$ cat config.mk
export PLATFORM = sky130hd
export DESIGN_NAME = ide_regwin
export DESIGN_NICKNAME = d
export VERILOG_FILES = /design/src/rtl/ide_regwin.sv
export SDC_FILE = /design/constraint.sdc
export NUM_CORES = 1
export LEC_CHECK = 0
export BUFFER_PORTS_ARGS = -buffer_cell sky130_fd_sc_hd__buf_4
export CORE_MARGIN = 4
export CORE_UTILIZATION = 30
export CTS_CLUSTER_DIAMETER = 60
export DETAILED_ROUTE_END_ITERATION = 7
export PLACE_DENSITY = 0.62
export SLEW_MARGIN = 10
export SYNTH_ARGS = -nofsm -noshare
export SYNTH_HDL_FRONTEND = slang
export SYNTH_SLANG_ARGS = --single-unit
export TNS_END_PERCENT = 100
$ cat constraint.sdc
create_clock -name clk -period 3.4 [get_ports clk]
set_clock_uncertainty 0.2 [all_clocks]
set_input_delay 0.68 -clock clk [delete_from_list [all_inputs] [get_ports clk]]
set_output_delay 0.68 -clock clk [all_outputs]
set_load 0.02 [all_outputs]
$ cat src/rtl/ide_regwin.sv
module ide_regwin #(
  parameter int AW = 32
) (
  input  logic          clk,
  input  logic          rst,
  input  logic          req,
  input  logic          wr,
  input  logic [1:0]    size,
  input  logic [AW-1:0] addr,
  input  logic [31:0]   wdata,
  output logic [31:0]   rdata,
  output logic          rvalid,
  input  logic [7:0]    dev_status,
  input  logic [7:0]    dev_error,
  input  logic          irq_set,
  output logic          irq,
  output logic [7:0]    feature,
  output logic [7:0]    command,
  output logic [7:0]    control,
  output logic          dport_rd,
  output logic          dport_wr,
  output logic          dport_word,
  output logic [31:0]   dport_wdata,
  input  logic [31:0]   dport_rdata
);
  localparam int IDX_LSB = 4;
  localparam int IDX_W   = 8;
  localparam logic [IDX_W-1:0] CTL_A = 8'd8;
  localparam logic [IDX_W-1:0] CTL_B = 8'd22;

  function automatic logic [15:0] swap2(input logic [15:0] v);
    return {v[7:0], v[15:8]};
  endfunction

  function automatic logic [31:0] swap4(input logic [31:0] v);
    return {v[7:0], v[15:8], v[23:16], v[31:24]};
  endfunction

  logic [IDX_W-1:0] idx;
  logic [7:0]       tf_q [8];
  logic [7:0]       ctrl_q;
  logic             irq_q;
  logic [31:0]      rd_q;
  logic             rv_q;
  logic [31:0]      rd_next;

  assign idx = addr[IDX_LSB +: IDX_W];

  wire is_rd   = req & ~wr;
  wire is_wr   = req & wr;
  wire by_acc  = (size == 2'd0);
  wire tf_hit  = by_acc && (idx >= 8'd1) && (idx <= 8'd7);
  wire ctl_hit = by_acc && ((idx == CTL_A) || (idx == CTL_B));
  wire dp_hit  = ((size == 2'd1) || (size == 2'd2)) && (idx == '0);

  assign dport_rd    = is_rd & dp_hit;
  assign dport_wr    = is_wr & dp_hit;
  assign dport_word  = (size == 2'd2);
  assign dport_wdata = dport_word ? swap4(wdata) : {16'h0000, swap2(wdata[15:0])};

  always_comb begin
    if (tf_hit) begin
      if (idx == 8'd1)      rd_next = {24'h0, dev_error};
      else if (idx == 8'd7) rd_next = {24'h0, dev_status};
      else                  rd_next = {24'h0, tf_q[idx[2:0]]};
    end else if (ctl_hit)   rd_next = {24'h0, dev_status};
    else if (by_acc)        rd_next = 32'h0000_00FF;
    else if (dp_hit)        rd_next = dport_word ? swap4(dport_rdata)
                                                 : {16'h0000, swap2(dport_rdata[15:0])};
    else if (size == 2'd1)  rd_next = 32'h0000_FFFF;
    else                    rd_next = 32'hFFFF_FFFF;
  end

  always_ff @(posedge clk) begin
    if (rst) begin
      for (int i = 0; i < 8; i++) tf_q[i] <= '0;
      ctrl_q <= '0;
      irq_q  <= 1'b0;
      rd_q   <= '0;
      rv_q   <= 1'b0;
    end else begin
      rv_q <= is_rd;
      if (is_rd) rd_q <= rd_next;
      if (is_wr && tf_hit)  tf_q[idx[2:0]] <= wdata[7:0];
      if (is_wr && ctl_hit) ctrl_q <= wdata[7:0];
      if (irq_set)                              irq_q <= 1'b1;
      else if (is_rd && tf_hit && idx == 8'd7)  irq_q <= 1'b0;
    end
  end

  assign rdata   = rd_q;
  assign rvalid  = rv_q;
  assign irq     = irq_q;
  assign feature = tf_q[1];
  assign command = tf_q[7];
  assign control = ctrl_q;
endmodule

==> results.rst <==
.. list-table::
   :header-rows: 1

   * - Metric
     - Value
   * - Result of the run
     - finished, final reports clean
   * - I/O pins
     - 212
   * - Clock-pin slew reported for the worst setup and hold paths after clock tree synthesis
     - 70 ps
   * - Remaining antenna violation count after routing
     - 0
   * - Average wire length per cell after detail routing
     - 18.0 um
   * - Kind of end point of the critical path
     - output port
   * - Dpl hpwl
     - 12.5 mm
   * - Min cycle time layout
     - 2950 ps
   * - Placed standard-cell area
     - 6870 um2
   * - Port Buf Inserts
     - 187
   * - Start point of the worst min-delay path
     - rdata[31]
   * - Pwr dens
     - 404 nW/um2
   * - Number of global-route vias before repair
     - 4333
   * - Die extent in y
     - 140 um
   * - Sequential-to-total area share from yosys stat
     - 52.0%
   * - Kind of launch point of the worst setup path
     - primary input
   * - Final-report max-slew violation count
     - 0
   * - Count of mapped cells out of synthesis
     - 489
   * - Clock tree from TritonCTS
     - built
   * - Dpl ws
     - 288 ps
   * - Final WL
     - 16.3 mm
   * - Top achievable clock speed
     - 0.339 GHz
   * - Clock H-tree levels
     - 3
   * - DR vias/cell
     - 4.92
   * - Hold Vio Cnt, Final
     - 0
   * - Cts bufs inserted
     - 9
   * - Starting utilization of the core area
     - 31.0%
   * - Hold-fix buffer count after cts
     - 0
   * - Kind of critical path
     - in2out
   * - Worst slew pin tran
     - 635 ps
   * - Number of synthesized register bits
     - 104
   * - RSZ-0062 raised after global routing
     - false
   * - Clock insertion delay at the later pin of the skew report
     - 350 ps
   * - Biggest area consumer among synthesized cells
     - sky130_fd_sc_hd__edfxtp_1
   * - Routability-driven placement congestion ratio
     - 0.857
   * - Most frequently used flop master after synthesis
     - sky130_fd_sc_hd__edfxtp_1
   * - Global-route wire length before repair
     - 25.1 mm
   * - Launch point of the worst reg-to-reg path
     - tf_q[2][1]
   * - Post-synthesis to final-layout area growth
     - 37.5%
   * - Area share of the largest cell type after synthesis
     - 35.8%
   * - Largest cells by area after synthesis
     - sky130_fd_sc_hd__edfxtp_1 (36%), sky130_fd_sc_hd__dfxtp_1 (16%), sky130_fd_sc_hd__and2_1 (9.3%)
   * - Buffers inserted by post-CTS timing repair
     - 0
   * - Maximum VDD drop
     - 290 uV
   * - CP arrival
     - 2070 ps
   * - Number of flops mapped to enable cells by yosys
     - 62
   * - Count of vias placed by the detailed router
     - 4435
   * - FF-to-FF setup slack
     - 1880 ps
   * - Final sum of negative setup slack
     - 0 ps
   * - Total number of nets in the final design
     - 798
   * - Part of the cycle the worst path needs
     - 86.7%
   * - Netlist area before placement
     - 5200 um2
   * - Global-route usage over all layers
     - 16.2%
   * - Path class of the lowest-slack min-delay path
     - reg2reg
   * - Maximum capacitance violations
     - 0
   * - Worst-case setup margin in the final layout
     - 452 ps
   * - Fill count
     - 1624
   * - Leakage dissipation
     - 3.01 nW
   * - Area of the multi-input gates
     - 2370 um2
   * - Total grt overflow
     - 0
   * - Final cell count without fillers
     - 901
   * - Relative slew slack
     - 57.5%
   * - Number of cells upsized or downsized after cts
     - 0
   * - Maximum buffer depth of the clock tree
     - 2
   * - Critical Path Start
     - size[0]
   * - Max Fanout on Critical Path
     - 31
   * - Sequential cell area
     - 2700 um2
   * - Number of antenna violations at the first check in global routing
     - 0
   * - Unique masters post-synth
     - 45
   * - Average instance area after synthesis
     - 10.6 um2
   * - Number of cells after detailed placement
     - 885
   * - Setup-failing EPs final
     - 0
   * - Iter 0 DRT Violations
     - 183
   * - Number of warnings reported in the yosys synthesis log
     - 0
   * - Share of final-layout standard cells stronger than drive strength 1
     - 38.0%
   * - Data required time at the worst endpoint
     - 2520 ps
   * - Overall die width
     - 140 um
   * - # DRC
     - 0
   * - Synth async-reset ratio
     - 0%
   * - Area of the die
     - 19500 um2
   * - # diodes
     - 0
   * - Sink count of the clock tree
     - 104
   * - Post-layout instance area
     - 7150 um2
   * - First-pass DRT Iterations
     - 6
   * - Clock root buffer
     - sky130_fd_sc_hd__clkbuf_16
   * - Largest net degree at the start of global routing
     - 35
   * - Most used standard cells in the synthesized netlist
     - sky130_fd_sc_hd__and2_1 (77), sky130_fd_sc_hd__edfxtp_1 (62), sky130_fd_sc_hd__dfxtp_1 (42)
   * - Rows
     - 47
   * - Count leader, synth
     - sky130_fd_sc_hd__and2_1
   * - Core area
     - 16800 um2
cells by family after synthesis:
kind of cell	count (synthesis)	share of synthesized area (%)
simple gates	185	20.5
other cells	1	0.0722
fa+ha+maj	3	0.722
buf+inv	34	2.74
flops	104	52.0
compound gates	109	13.1
mux	53	10.8
worst paths after layout:
kind | to | depth (start not counted)
max | dport_word | 5
min | rdata[31] | 2
max reg2reg | rdata[1] | 5
min reg2reg | rdata[31] | 2
layout by cell type (no fill, tap or decap), drive strengths merged:
master	instances
a2111oi	1
nand4	2
and4b	1
conb	6
a21oi	27
or3	2
clkbuf	12
or2	6
nand2b	5
o211a	4
nor3	7
o211ai	1
edfxtp	62
dfxtp	42
clkinv	2
nand3	1
inv	7
o2bb2ai	4
nor4	2
o31ai	2
nand3b	4
nor4b	2
o22ai	8
and3	3
ha	3
o41ai	1
nand2	37
nor2	34
o21ai	40
o221ai	6
and2	77
o32ai	1
a22o	8
mux2i	28
a211oi	6
buf	200
nor2b	2
mux2	25
critical path, cell delays in order:
cell and delay, ps:
sky130_fd_sc_hd__buf_4 120, sky130_fd_sc_hd__inv_1 80, sky130_fd_sc_hd__ha_2 530, sky130_fd_sc_hd__buf_4 440, sky130_fd_sc_hd__buf_4 210
state kept, by name, indices dropped and copies added, names as in the netlist:
signal / count
tf_q: 62
rdata: 32
control: 8
irq: 1
rvalid: 1
area by class of cell:
class | count | area share [%]
flip-flops and latches | 104 | 37.8
multi-input cells | 356 | 33.2
repair buffers | 200 | 21.0
clock buffers | 12 | 3.59
inverters | 5 | 0.263
well taps | 220 | 3.85
clock inverters | 4 | 0.280
power by group:
group,internal (mW),total (mW),switching (mW),leakage [nW]
clock network,0.532,0.968,0.436,0.144
registers,1.40,1.42,0.0249,0.935
logic,0.224,0.498,0.274,1.93
metrics by stage:
step           power, mW  hold slack (ps)  utilization [%]
3_5_place_dp        1.95              247             41.0
5_1_grt             3.01              282             42.7
6_report            2.89              260             42.7
2_1_floorplan       1.69              335                -
3_3_place_gp        1.94              236             41.0
4_1_cts             2.92              263             42.7
layer usage:
metal  part of all wire, %  routed length, um  vias up  track usage [%]
met5                     0                  0        -                0
met1                    43               6930     2123             21.1
met2                    49               7960      174             27.5
li1                      -                  -     2129                -
met4                  0.37                 60        0             1.84
met3                   8.0               1300        9             5.32
Power figures use the tool's default switching activity.
